`src/rtl/tmr_pkg.sv`:
```
package tmr_pkg;

  localparam int TMR_CTRL_W   = 23;
  localparam int TMR_LAST_IDX = 4;
  localparam int TMR_LAST_AR  = 22;

  typedef struct packed {
    logic ar;     // refill-enable
    logic inv;    // output invert
    logic man;    // manual load
    logic start;  // run
  } tmr_field_t;

  function automatic int field_base(input int idx);
    return (idx == 0) ? 0 : 4 * idx + 4;
  endfunction

  function automatic tmr_field_t pick_field(input logic [TMR_CTRL_W-1:0] w,
                                            input int idx);
    tmr_field_t f;
    int b;
    b = field_base(idx);
    f.start = w[b];
    f.man   = w[b+1];
    if (idx == TMR_LAST_IDX) begin
      f.inv = 1'b0;
      f.ar  = w[TMR_LAST_AR];
    end else begin
      f.inv = w[b+2];
      f.ar  = w[b+3];
    end
    return f;
  endfunction

endpackage

```
`src/rtl/tmr_ctrl_reg.sv`:
```
module tmr_ctrl_reg
  import tmr_pkg::*;
#(
  parameter int CHAN_IDX = 1
) (
  input  logic                  clk,
  input  logic                  rst_n,
  input  logic                  wr_en,
  input  logic [TMR_CTRL_W-1:0] wr_word,
  input  logic                  stop_req,
  output tmr_field_t            field_q,
  output logic                  load_req
);

  tmr_field_t nf;
  wire        unused_other_bits = ^wr_word;

  always_comb begin
    nf       = pick_field(wr_word, CHAN_IDX);
    load_req = wr_en && nf.man && !field_q.man;
  end

  always_ff @(posedge clk or negedge rst_n) begin
    if (!rst_n) begin
      field_q <= '0;
    end else begin
      if (wr_en)
        field_q <= nf;
      if (stop_req)
        field_q.start <= 1'b0;
    end
  end

endmodule

```
`src/rtl/tmr_down_counter.sv`:
```
module tmr_down_counter #(
  parameter int CNT_W = 16
) (
  input  logic             clk,
  input  logic             rst_n,
  input  logic             run,
  input  logic             tick_en,
  input  logic             load,
  input  logic             auto_rl,
  input  logic [CNT_W-1:0] reload_val,
  output logic [CNT_W-1:0] count_q,
  output logic             expire_q,
  output logic             reload_evt,
  output logic             stop_req
);

  logic tick;
  logic at_zero;
  logic expire_evt;

  always_comb begin
    tick       = run && tick_en && !load;
    at_zero    = (count_q == '0);
    expire_evt = tick && at_zero;
    reload_evt = expire_evt && auto_rl;
    stop_req   = expire_evt && !auto_rl;
  end

  always_ff @(posedge clk or negedge rst_n) begin
    if (!rst_n) begin
      count_q  <= '0;
      expire_q <= 1'b0;
    end else begin
      expire_q <= expire_evt;
      if (load)
        count_q <= reload_val;
      else if (reload_evt)
        count_q <= reload_val;
      else if (tick && !at_zero)
        count_q <= count_q - 1'b1;
    end
  end

endmodule

```
`src/rtl/tmr_cmp_out.sv`:
```
module tmr_cmp_out #(
  parameter int CNT_W   = 16,
  parameter bit HAS_CMP = 1'b1
) (
  input  logic             clk,
  input  logic             rst_n,
  input  logic             buf_we,
  input  logic [CNT_W-1:0] buf_wdata,
  input  logic             latch,
  input  logic [CNT_W-1:0] count,
  input  logic             invert,
  output logic             pwm_o
);

  generate
    if (HAS_CMP) begin : g_cmp
      logic [CNT_W-1:0] cmpbuf_q;
      logic [CNT_W-1:0] cmp_act_q;

      always_ff @(posedge clk or negedge rst_n) begin
        if (!rst_n) begin
          cmpbuf_q  <= '0;
          cmp_act_q <= '0;
        end else begin
          if (buf_we)
            cmpbuf_q <= buf_wdata;
          if (latch)
            cmp_act_q <= cmpbuf_q;
        end
      end

      assign pwm_o = (count > cmp_act_q) ^ invert;
    end else begin : g_nocmp
      wire unused_cmp_in = ^{clk, rst_n, buf_we, buf_wdata, latch, count, invert};
      assign pwm_o = 1'b0;
    end
  endgenerate

endmodule

```
`src/rtl/tmr_channel.sv`:
```
module tmr_channel
  import tmr_pkg::*;
#(
  parameter int CHAN_IDX = 1,
  parameter int CNT_W    = 16
) (
  input  logic                  clk,
  input  logic                  rst_n,
  input  logic                  tick_en,
  input  logic                  ctrl_we,
  input  logic [TMR_CTRL_W-1:0] ctrl_wdata,
  input  logic                  cntbuf_we,
  input  logic [CNT_W-1:0]      cntbuf_wdata,
  input  logic                  cmpbuf_we,
  input  logic [CNT_W-1:0]      cmpbuf_wdata,
  output logic [CNT_W-1:0]      count_o,
  output logic [3:0]            field_o,
  output logic                  expire_o,
  output logic                  pwm_o
);

  localparam bit HAS_CMP = (CHAN_IDX != TMR_LAST_IDX);

  logic [CNT_W-1:0] cntbuf_q;
  tmr_field_t       field_q;
  logic             load_req;
  logic             stop_req;
  logic             reload_evt;

  always_ff @(posedge clk or negedge rst_n) begin
    if (!rst_n)
      cntbuf_q <= '0;
    else if (cntbuf_we)
      cntbuf_q <= cntbuf_wdata;
  end

  tmr_ctrl_reg #(.CHAN_IDX(CHAN_IDX)) u_ctrl (
    .clk      (clk),
    .rst_n    (rst_n),
    .wr_en    (ctrl_we),
    .wr_word  (ctrl_wdata),
    .stop_req (stop_req),
    .field_q  (field_q),
    .load_req (load_req)
  );

  tmr_down_counter #(.CNT_W(CNT_W)) u_cnt (
    .clk        (clk),
    .rst_n      (rst_n),
    .run        (field_q.start),
    .tick_en    (tick_en),
    .load       (load_req),
    .auto_rl    (field_q.ar),
    .reload_val (cntbuf_q),
    .count_q    (count_o),
    .expire_q   (expire_o),
    .reload_evt (reload_evt),
    .stop_req   (stop_req)
  );

  tmr_cmp_out #(.CNT_W(CNT_W), .HAS_CMP(HAS_CMP)) u_pwm (
    .clk       (clk),
    .rst_n     (rst_n),
    .buf_we    (cmpbuf_we),
    .buf_wdata (cmpbuf_wdata),
    .latch     (load_req || reload_evt),
    .count     (count_o),
    .invert    (field_q.inv),
    .pwm_o     (pwm_o)
  );

  assign field_o = field_q;

endmodule

```
`config.mk`:
```
export PLATFORM = sky130hd
export DESIGN_NAME = tmr_channel
export DESIGN_NICKNAME = d
export VERILOG_FILES = /design/src/rtl/tmr_pkg.sv /design/src/rtl/tmr_ctrl_reg.sv /design/src/rtl/tmr_down_counter.sv /design/src/rtl/tmr_cmp_out.sv /design/src/rtl/tmr_channel.sv
export SDC_FILE = /design/constraint.sdc
export NUM_CORES = 1
export LEC_CHECK = 0
export BUFFER_PORTS_ARGS = -buffer_cell sky130_fd_sc_hd__buf_2
export CORE_ASPECT_RATIO = 1.75
export CORE_MARGIN = 2
export CORE_UTILIZATION = 40
export CTS_CLUSTER_SIZE = 25
export DETAILED_ROUTE_END_ITERATION = 6
export PLACE_DENSITY = 0.62
export SLEW_MARGIN = 20
export SYNTH_ARGS = -nofsm -noshare
export SYNTH_HDL_FRONTEND = slang
export SYNTH_HIERARCHICAL = 1
export SYNTH_SLANG_ARGS = --single-unit
export TNS_END_PERCENT = 100
```
`constraint.sdc`:
```
create_clock -name clk -period 5.45 [get_ports clk]
set_input_delay 1.09 -clock clk [delete_from_list [all_inputs] [get_ports clk]]
set_output_delay 1.09 -clock clk [all_outputs]
set_load 0.1 [all_outputs]
```
# --- After elaboration in Yosys (flattened, before gate mapping) ---
# Index checks and enable logic that the tools add are counted.
word_totals:
  out_inout_bits: 22
  reg_bits: 69
op_classes:
  bitwise_logic: 1
  addsub: 1
  n_lt_le_gt_ge: 1
  n_mux: 5
  reduce_logical: 16
op_table:
  columns: ["op", "count"]
  rows:
  - ["$mux W16", 3]
  - ["$gt A16 B16 Y1", 1]
  - ["$logic_not A16 Y1", 1]
  - ["$sub A16 B1 Y16 const B", 1]
  - ["$logic_and A1 B1 Y1", 8]
  - ["$logic_not A1 Y1", 4]
  - ["$reduce_bool A3 Y1", 1]
  - ["$mux W1", 2]
  - ["$reduce_bool A2 Y1", 1]
  - ["$logic_or A1 B1 Y1", 1]
  - ["$xor A1 B1 Y1", 1]

# --- Logic depth before layout (Yosys ltp) ---
# Gate-level depths: netlist of the first run.
logic_depth:
  depth_word: 8
  depth_mapped: 10
  ltp_nobuf: 8

# --- Hierarchy ---
# The synthesis of the first run kept the hierarchy.
modules_own_cells:
  columns: ["mod", "n_inst", "area_per_inst_um2", "cells_each", "seq_area_each_um2"]
  rows:
  - ["tmr_cmp_out", 1, 1566.5, 143, 800.8]
  - ["tmr_down_counter", 1, 1101.1, 124, 425.4]
  - ["tmr_channel", 1, 655.6, 35, 400.4]
  - ["tmr_ctrl_reg", 1, 152.6, 12, 100.1]

# --- Least setup slack after synthesis of the first run ---
# Ideal clock, no wire load.
synth_path:
  path_kind: "reg2out"
  from: "register u_cnt.count_q[15]"
  to: "output pwm_o"
  path_slack_ps: 711
  arrival_ps: 3649
  required_time_ps: 4360
  path_stages_with_launch: 7
  cell_sequence: "dfrtp_1 -> ha_1 -> nand4_2 -> nor4_1 -> a21boi_0 -> o41ai_2 -> xnor2_1"
synth_between:
  elab_chain_cells: 2
synth_lines:
  columns: ["item", "line_no", "source"]
  rows:
  - ["start, declared", "tmr_down_counter.sv:11", "output logic [CNT_W-1:0] count_q,"]
  - ["start signal, assigned", "tmr_down_counter.sv:36", "count_q <= reload_val;"]
  - ["start signal, assigned", "tmr_down_counter.sv:38", "count_q <= reload_val;"]
  - ["start signal, assigned", "tmr_down_counter.sv:40", "count_q <= count_q - 1'b1;"]
  - ["$gt A16 B16 Y1", "tmr_cmp_out.sv:32", "assign pwm_o = (count > cmp_act_q) ^ invert;"]
  - ["$xor A1 B1 Y1", "tmr_cmp_out.sv:32", null]
  - ["end, declared", "tmr_channel.sv:19", "output logic pwm_o"]
# Every way passes these cells.

# --- Worst setup path after layout of the first run ---
# Ends and elaborated chain as after synthesis.

==> reports/metrics.cfg, run 1 <==
[die]
fp-row-count=45
initial_utilization_pct=40.6
die_h_um=127
coreArea_um2=8560
ios=83
dieArea_um2=9480
die_x_um=74.5

[timing]
finalSetupTns_ns=0
finalCritPeriodShare_pct=70.3
rsz0062_at_grt=false
slew-limit-headroom_pct=43.4
hold_viol=0
min_period_ns=3.83
clock_skew_ns=0.00643
drv_slew=0
fmaxAchievable_mhz=261
finalSetupViolations=0
worst_pin_slew_ns=0.850

[place]
dp_cells=484
portBuffers=63
gp_congestion=0.948
hpwl_um=5720

[yosys]
synth_top_cell_by_area=dfrtp_1
synth-seq-cells=69
yosysSeqAreaShare_pct=49.7
synth_compound_area_share_pct=10.7
ys_dominant_reg_cell=dfrtp_1
netlist_area_um2=3480
syn_nets=393
synth_top_family_by_area=simple AND/OR/NAND/NOR gates
synthAdderAreaFrac_pct=6.48
synthMuxAreaShare_pct=12.7
ys_types=52
synth-async-reset-ratio_pct=100
synth_top_area_share_pct=49.7
synth_edf_count=0
synth-simple-area-share_pct=14.2
yosysWarnings=6
synthXorXnorAreaFrac_pct=1.51
synth_cells=314
synthTopCellsByArea=dfrtp_1, mux2_2, ha_1, mux2_4, o21ai_0
avgSynthCellArea_um2=11.1

[final_layout]
multi_input_area_um2=1580
seqCellArea_um2=1730
layout.nets=457
drive_above_1_share_pct=32.1
synthToLayoutAreaGrowth_pct=19.7
nFillCells=831
postLayoutCoreUtil_pct=48.6
finalNonFillerCells=500
final_cell_mix=dfrtp_1, buf_2, nand2_1
layout_commonest_cell=dfrtp_1
antennaDiodeCount=0

[cts]
clock_path_buffers=2
postCtsHoldBufs=0
clock_latency_ns=0.33
cts_root_buf=clkbuf_16
clock-sinks=69
h-tree-depth=3
cts_resized=0
clk_pin_slew_worst_paths_ns=0.05
cts_tree=built
cts_buffers=9
cts_setup_buffers=0

[critical_path]
crit_fanout=4
endpoint_kind=output pin
reg2regPathDepth=7
critical_path_class=reg2out
startpoint_type=register
worstPathArrival_ns=2.74
cp.required_ns=4.36
rrSetupSlack_ns=2.84

[grt]
grt.overflow.total=0
grt_pass1_vias=2553
grt_pass1_wl_um=12200
grt_max_degree=70
grt_usage_pct=17.4
antenna_found_initial=0

[drt]
ant_nets=0
firstDrtPassIters=5
avgViaCountPerCell=5.17
routed_wl_um=7640
drtIter0Drc=217
wire_per_inst_um=15.3
drc=0
num_vias=2583

[pwr]
leakage_nw=1.91
power_density_nw_per_um2=479
ir_drop_mv=0.200

[hold_path]
worstHoldPathCells=2
hp-class=reg2reg

[flow_run]
max_cap_viol_count=0

[outcome]
status=finished clean

per-stage QoR:
| step | cell area, um^2 | power, mW | setup WS, ns | hold slack [ns] |
|---|---|---|---|---|
| 4_1_cts | 4160 | 2.01 | 1.55 | 0.484 |
| 3_5_place_dp | 3860 | 1.43 | 1.91 | 0.470 |
| 3_3_place_gp | 3860 | 1.41 | 1.93 | 0.464 |
| 6_report | 4160 | 1.99 | 1.62 | 0.476 |
| 2_1_floorplan | 3480 | 1.26 | 0.711 | 0.446 |
| 5_1_grt | 4160 | 2.09 | 1.40 | 0.511 |
synth_stat cells (2+ instances only):
| library cell | instances |
|---|---|
| nor3_1 | 6 |
| buf_6 | 2 |
| inv_1 | 23 |
| buf_4 | 2 |
| nand2_1 | 34 |
| xnor2_1 | 6 |
| nor4_1 | 7 |
| clkbuf_1 | 5 |
| nor2_1 | 16 |
| o21ai_1 | 6 |
| nand4_1 | 3 |
| mux2_2 | 25 |
| nor4_2 | 2 |
| nor3b_1 | 3 |
| mux2_4 | 10 |
| and4_1 | 2 |
| or3_1 | 3 |
| dfrtp_1 | 69 |
| o21ai_0 | 26 |
| a221o_1 | 3 |
| ha_1 | 18 |
| a21oi_1 | 13 |
layout make-up:
type	count	area share [%]
multi-input combinational	211	38.1
inverter	23	2.08
timing repair buffer	64	7.76
clock inverter	4	1.14
clock buffer	12	5.93
tap	117	3.52
sequential	69	41.5
final timing paths:
kind / start / end
max reg2reg: u_cnt/count_q[0] / u_cnt/count_q[14]
min in group asynchronous: rst_n / u_ctrl/field_q[1]
max in group asynchronous: rst_n / u_cnt/count_q[3]
min: u_pwm/g_cmp.cmpbuf_q[1] / u_pwm/g_cmp.cmp_act_q[1]
max: u_cnt/count_q[15] / pwm_o
min reg2reg: u_pwm/g_cmp.cmpbuf_q[1] / u_pwm/g_cmp.cmp_act_q[1]
routing by layer:
metal  track usage (%)  vias up  routed length [um]  share of wire (%)
li1                  -     1246                   -                  -
met1              19.3     1227                2860                 37
met2              29.5       86                4090                 54
met3              4.50       24                 350                4.6
met4              9.77        0                 337                4.4
met5                 0        -                   0                  0
critical path: stages (launching register included):
cell      delay (ns)
dfrtp_1         0.46
ha_1            0.36
nand4_2         0.16
nor4_1          0.47
a21boi_0        0.27
o41ai_2         0.13
xnor2_1         0.13
buf_2           0.44
power breakdown:
group	switching (mW)	internal (mW)	total, mW	leakage (nW)
sequential	0.118	0.599	0.718	0.830
clock	0.205	0.365	0.570	0.143
combinational	0.511	0.192	0.704	0.933
state kept, by name, summed over array words and instances, names as in the netlist:
register	cells
u_ctrl/field_q	4
cntbuf_q	16
u_cnt/expire_q	1
u_cnt/count_q	16
u_pwm/g_cmp.cmp_act_q	16
u_pwm/g_cmp.cmpbuf_q	16
cell families after synthesis:
family / after synthesis
simple gates: 90
buf+inv: 34
fa+ha+maj: 18
compound gates: 61
flops: 69
xor+xnor: 6
mux: 36
No activity file was read; power rests on OpenSTA's default activity.
==> run 2: changes to the inputs <==
--- a/config.mk
+++ b/config.mk
@@ -5,13 +5,14 @@
 export SDC_FILE = /design/constraint.sdc
 export NUM_CORES = 1
 export LEC_CHECK = 0
+export ABC_AREA = 1
 export BUFFER_PORTS_ARGS = -buffer_cell sky130_fd_sc_hd__buf_2
 export CORE_ASPECT_RATIO = 1.75
 export CORE_MARGIN = 2
 export CORE_UTILIZATION = 40
 export CTS_CLUSTER_SIZE = 25
 export DETAILED_ROUTE_END_ITERATION = 6
-export PLACE_DENSITY = 0.62
+export PLACE_DENSITY = 0.64
 export SLEW_MARGIN = 20
 export SYNTH_ARGS = -nofsm -noshare
 export SYNTH_HDL_FRONTEND = slang
==> constraint.sdc (replaced) <==
create_clock -name clk -period 3.4 [get_ports clk]
set_input_delay 0.68 -clock clk [delete_from_list [all_inputs] [get_ports clk]]
set_output_delay 0.68 -clock clk [all_outputs]
set_load 0.1 [all_outputs]
==> run 2 against run 1 <==
Register-to-register slack lost 1.7 ns. Critical path depth grew 2. Synthesized area grew 7.0%. Die area grew 6.7%. Worst setup slack lost 1.2 ns. Sequential cell count is the same. First-iteration DRC count shrank 25%. Utilization shrank 0.16 points.
==> reports/metrics.cfg, run 2 <==
[die]
ios=83  ; unchanged
dieArea_um2=10100  ; +6.7%
initial_utilization_pct=41.2  ; +0.55 points
die_x_um=76.9  ; +3.3%
fp-row-count=46  ; +2.2%
coreArea_um2=9040  ; +5.6%
die_h_um=132  ; +3.3%

[final_layout]
layout_commonest_cell=nand2_1
layout.nets=582  ; +27%
final_cell_mix=nand2_1, dfrtp_1, buf_2
synthToLayoutAreaGrowth_pct=17.7
drive_above_1_share_pct=24.0  ; -8.1 points
antennaDiodeCount=0  ; unchanged

[yosys]
avgSynthCellArea_um2=8.51  ; -23%
synth-seq-cells=69  ; unchanged
netlist_area_um2=3720  ; +7.0%
ys_types=30  ; -42%
synth_top_cell_by_area=dfrtp_1
synth_top_area_share_pct=46.4  ; -3.3 points
yosysMostFrequentCell=nand2_1
yosysWarnings=6  ; unchanged
synthTopCellsByArea=dfrtp_1, nand2_1, ha_1, inv_1, nand3_1
yosysSeqAreaShare_pct=46.4  ; -3.3 points
synth-async-reset-ratio_pct=100  ; unchanged
synth_common_cells=nand2_1, dfrtp_1, inv_1
syn_nets=516  ; +31%
ys_dominant_reg_cell=dfrtp_1
synth_cells=437  ; +39%
synth_edf_count=0  ; unchanged

[cts]
clk_pin_slew_worst_paths_ns=0.05  ; about the same
cts_buffers=9  ; unchanged
clock-sinks=69  ; unchanged
cts_setup_buffers=0  ; unchanged
cts_root_buf=clkbuf_16
h-tree-depth=3  ; unchanged
postCtsHoldBufs=0  ; unchanged
cts_resized=0  ; unchanged
cts_tree=built
clock_latency_ns=0.33  ; about the same
clock_path_buffers=2  ; unchanged

[timing]
worst_pin_slew_ns=0.516  ; -0.334 ns
finalCritPeriodShare_pct=88.0
rsz0062_at_grt=false
fmaxAchievable_mhz=334
layout_setup_ws_ns=0.409  ; -1.21 ns
drv_slew=0  ; unchanged
finalSetupTns_ns=0  ; unchanged
hold_ws_ns=0.353  ; -0.123 ns
finalSetupViolations=0  ; unchanged
clock_skew_ns=0.00357  ; -0.00286 ns
slew-limit-headroom_pct=65.6  ; +22 points
min_period_ns=2.99
hold_viol=0  ; unchanged

[drt]
num_vias=2952  ; +14%
routed_wl_um=8090  ; +5.9%
firstDrtPassIters=4  ; -1
wire_per_inst_um=12.9  ; -16%
drtIter0Drc=163  ; -25%
ant_nets=0  ; unchanged
drc=0  ; unchanged
avgViaCountPerCell=4.70  ; -9.0%

[critical_path]
endpoint_kind=output pin
reg2regPathDepth=10  ; +3
r2r-start=u_cnt/count_q[0]
crit_fanout=6  ; +2
startpoint_type=register
cp.required_ns=2.72  ; -1.64 ns
critical_path_class=reg2out
worstPathArrival_ns=2.31  ; -0.43 ns
startpoint=u_cnt/count_q[11]

[flow_run]
max_cap_viol_count=0  ; unchanged

[outcome]
status=finished clean

[place]
portBuffers=63  ; unchanged
pre_cts_slack_ns=0.765  ; -1.15 ns
hpwl_um=6190  ; +8.3%
gp_congestion=0.894  ; -5.7%

[grt]
use_met1_pct=17.9  ; -1.4 points
grtUsageMet2_pct=30.9  ; +1.4 points
grt_max_degree=42  ; -40%
grt_pass1_wl_um=13500  ; +10%
busiest_layer=met2
grt_pass1_vias=2907  ; +14%
grt_usage_pct=17.0  ; -0.44 points
use_met3_pct=4.60  ; +0.11 points
antenna_found_initial=0  ; unchanged
grt.overflow.total=0  ; unchanged

[pwr]
ir_drop_mv=0.575  ; +190%
power_density_nw_per_um2=838  ; +75%
power_mw=3.67  ; +84%
leakage_nw=2.33  ; +22%

[hold_path]
hp-class=in2async

run 2: final timing paths:
check	slack (ns)	end
min in group clk	0.47	cntbuf_q[0]
max reg2reg	1.13	u_pwm/g_cmp.cmp_act_q[14]
max	0.41	pwm_o
min	0.35	cntbuf_q[10]
min reg2reg	0.47	cntbuf_q[0]
max in group asynchronous	2.62	u_pwm/g_cmp.cmpbuf_q[3]
run 2: logic make-up (layout without fill, tap and decap cells):
logic type / after synthesis / count (layout) / synth area share, %
and+or+nand+nor: 241 / 241 / 28.5
DFF: 69 / 69 / 46.4
buffers and inverters: 55 / 126 / 7.40
AOI/OAI and AO/OA: 29 / 29 / 3.97
adders and majority gates: 18 / 18 / 6.05
muxes: 15 / 15 / 5.35
xor gates and xnor gates: 10 / 10 / 2.35
run 2: worst max-delay path: stages (launching register included):
cell,delay (ns)
dfrtp_1,0.46
ha_1,0.37
a21oi_1,0.19
nand2_1,0.10
a21oi_1,0.17
nand2_1,0.09
nand2_1,0.06
nand2_1,0.05
nand2_1,0.07
buf_2,0.42
run 2: layout make-up:
cell class / instances / area [um^2]
sequential: 69 / 1730
multi-input combinational: 313 / 1720
timing repair buffer: 65 / 330
inverter: 45 / 174
tap: 120 / 150
clock buffer: 11 / 253
clock inverter: 5 / 25.0
fill: 908 / 4660
run 2: stage by stage:
| step | std cells | area (um^2) | utilization (%) |
|---|---|---|---|
| 2_1_floorplan | 437 | 3720 | - |
| 6_report | 628 | 4380 | 48.4 |
| 4_1_cts | 628 | 4380 | 48.4 |
| 3_5_place_dp | 612 | 4100 | 45.4 |
| 3_3_place_gp | 612 | 4100 | 45.4 |
| 5_1_grt | 628 | 4380 | 48.4 |
run 2: metal layers:
| metal | part of all wire (%) | vias up |
|---|---|---|
| li1 | - | 1508 |
| met1 | 40 | 1376 |
| met2 | 53 | 54 |
| met3 | 4.0 | 14 |
| met4 | 2.5 | 0 |
| met5 | 0 | - |
run 2: where the power goes:
| group | internal [mW] | total (mW) | switching [mW] |
|---|---|---|---|
| logic | 0.413 | 1.63 | 1.22 |
| clock network | 0.526 | 0.854 | 0.329 |
| registers | 0.979 | 1.18 | 0.202 |
==> run 3: changes to the inputs <==
--- a/config.mk
+++ b/config.mk
@@ -6,7 +6,7 @@
 export NUM_CORES = 1
 export LEC_CHECK = 0
 export ABC_AREA = 1
-export BUFFER_PORTS_ARGS = -buffer_cell sky130_fd_sc_hd__buf_2
+export BUFFER_PORTS_ARGS = -buffer_cell sky130_fd_sc_hd__clkbuf_2
 export CORE_ASPECT_RATIO = 1.75
 export CORE_MARGIN = 2
 export CORE_UTILIZATION = 40
==> run 3 against run 2 <==
Clock-buffer cell count is 1 higher. Sequential cell count stayed put. Fmax hardly changed. Register-to-register slack worse by 0.07 ns. Utilization is 0.51 points higher. Global-route usage is 0.17 points higher. Worst setup slack worse by 0.00070 ns. Largest cell class unchanged. Clock skew is 0.0038 ns higher.
==> reports/metrics.cfg, run 3 (same netlist as run 2, synthesis figures left out) <==
[outcome]
status=finished clean

[cts]
postCtsHoldBufs=0  ; unchanged
cts_tree=built
cts_buffers=9  ; unchanged
h-tree-depth=3  ; unchanged
clock_path_buffers=2  ; unchanged
cts_resized=0  ; unchanged
clock_latency_ns=0.33  ; about the same
cts_root_buf=clkbuf_16
clk_pin_slew_worst_paths_ns=0.05  ; about the same
cts_setup_buffers=0  ; unchanged
clock-sinks=69  ; unchanged

[timing]
clock_skew_ns=0.00741  ; +0.00384 ns
fmaxAchievable_mhz=334  ; about the same
min_period_ns=2.99  ; +0.000700 ns
finalSetupViolations=0  ; unchanged
finalCritPeriodShare_pct=88.0  ; about the same
hold_viol=0  ; unchanged
drv_slew=0  ; unchanged
layout_setup_ws_ns=0.408  ; -0.000700 ns
rsz0062_at_grt=false
worst_pin_slew_ns=0.756  ; +0.240 ns
slew-limit-headroom_pct=49.6  ; -16 points
finalSetupTns_ns=0  ; unchanged

[grt]
grt_max_degree=38  ; -9.5%
antenna_found_initial=0  ; unchanged
grt_pass1_wl_um=13800  ; +2.1%
grt.overflow.total=0  ; unchanged
grt_pass1_vias=2941  ; +1.2%
grt_usage_pct=17.2  ; +0.17 points

[drt]
drc=0  ; unchanged
drtIter0Drc=157  ; -3.7%
routed_wl_um=8130  ; +0.52%
avgViaCountPerCell=4.65  ; -1.1%
wire_per_inst_um=12.9  ; +0.52%
num_vias=2919  ; -1.1%
ant_nets=0  ; unchanged
firstDrtPassIters=4  ; unchanged

[place]
portBuffers=63  ; unchanged
hpwl_um=6200  ; +0.21%
pre_cts_slack_ns=0.765  ; +0.000481 ns
gp_congestion=0.866  ; -3.1%

[final_layout]
seqCellArea_um2=1730  ; unchanged
synthToLayoutAreaGrowth_pct=18.9
layout_commonest_cell=nand2_1
final_cell_mix=nand2_1, dfrtp_1, clkbuf_2
drive_above_1_share_pct=24.0  ; unchanged
layout.nets=582  ; unchanged
multi_input_area_um2=1720  ; unchanged
nFillCells=897  ; -1.2%
antennaDiodeCount=0  ; unchanged

[critical_path]
worstPathArrival_ns=2.31  ; about the same
cp.required_ns=2.72  ; about the same
endpoint_kind=output pin
startpoint_type=register
rrSetupSlack_ns=1.06  ; -0.07 ns
critical_path_class=reg2out
crit_fanout=6  ; unchanged

[hold_path]
hp-class=in2async

[pwr]
ir_drop_mv=0.613  ; +6.6%
leakage_nw=2.35  ; +0.99%
power_density_nw_per_um2=853  ; +1.8%

[die]
ios=83  ; unchanged
die_x_um=76.9  ; unchanged
die_h_um=132  ; unchanged
dieArea_um2=10100  ; unchanged
fp-row-count=46  ; unchanged
coreArea_um2=9040  ; unchanged
initial_utilization_pct=41.2  ; unchanged

[flow_run]
max_cap_viol_count=0  ; unchanged

==> run 3: routing by layer <==
layer  up-vias  routed length [um]  track usage [%]
li1       1504                   -                -
met1      1343                3130             17.9
met2        52                4440             30.8
met3        20                 303             4.19
met4         0                 263             9.39
met5         -                   0                0
==> run 3: cell type report <==
cell class / count / share of cell area (%)
sequential: 69 / 39.0
tap: 120 / 3.39
clock inverter: 4 / 1.02
inverter: 45 / 3.93
multi-input combinational: 313 / 38.8
timing repair buffer: 65 / 7.75
clock buffer: 12 / 6.03
==> run 3: path summary, 6_finish.rpt <==
| kind | startpoint | end | cells past startpoint |
|---|---|---|---|
| setup / recovery | u_cnt/count_q[11] | pwm_o | 9 |
| hold / removal | rst_n | cntbuf_q[11] | 1 |
| setup reg to reg | u_cnt/count_q[0] | u_pwm/g_cmp.cmp_act_q[11] | 10 |
| hold reg to reg | cntbuf_q[4] | cntbuf_q[4] | 2 |
| max in group asynchronous | rst_n | u_pwm/g_cmp.cmpbuf_q[3] | 2 |
| min in group clk | cntbuf_q[4] | cntbuf_q[4] | 2 |
==> run 3: through the flow <==
step	total power [mW]	cell area [um^2]	instances	util (%)	hold slack [ns]
after floorplan	2.48	3720	437	-	0.384
after global placement	2.80	4110	612	45.5	0.453
after detailed placement	2.84	4110	612	45.5	0.458
after CTS	3.81	4420	628	48.9	0.439
after global routing	4.01	4420	628	48.9	0.480
final	3.77	4420	628	48.9	0.420
==> run 3: worst max-delay path: stages, from the launching register on <==
cell      delay, ns
dfrtp_1        0.46
ha_1           0.36
a21oi_1        0.15
nand2_1        0.08
a21oi_1        0.18
nand2_1        0.09
nand2_1        0.06
nand2_1        0.05
nand2_1        0.08
clkbuf_2       0.46
==> run 3: where the power goes <==
group,switching [mW],internal (mW),total [mW],leakage [nW]
Sequential,0.200,0.979,1.18,0.842
Combinational,1.23,0.415,1.65,1.35
Clock,0.327,0.623,0.950,0.158
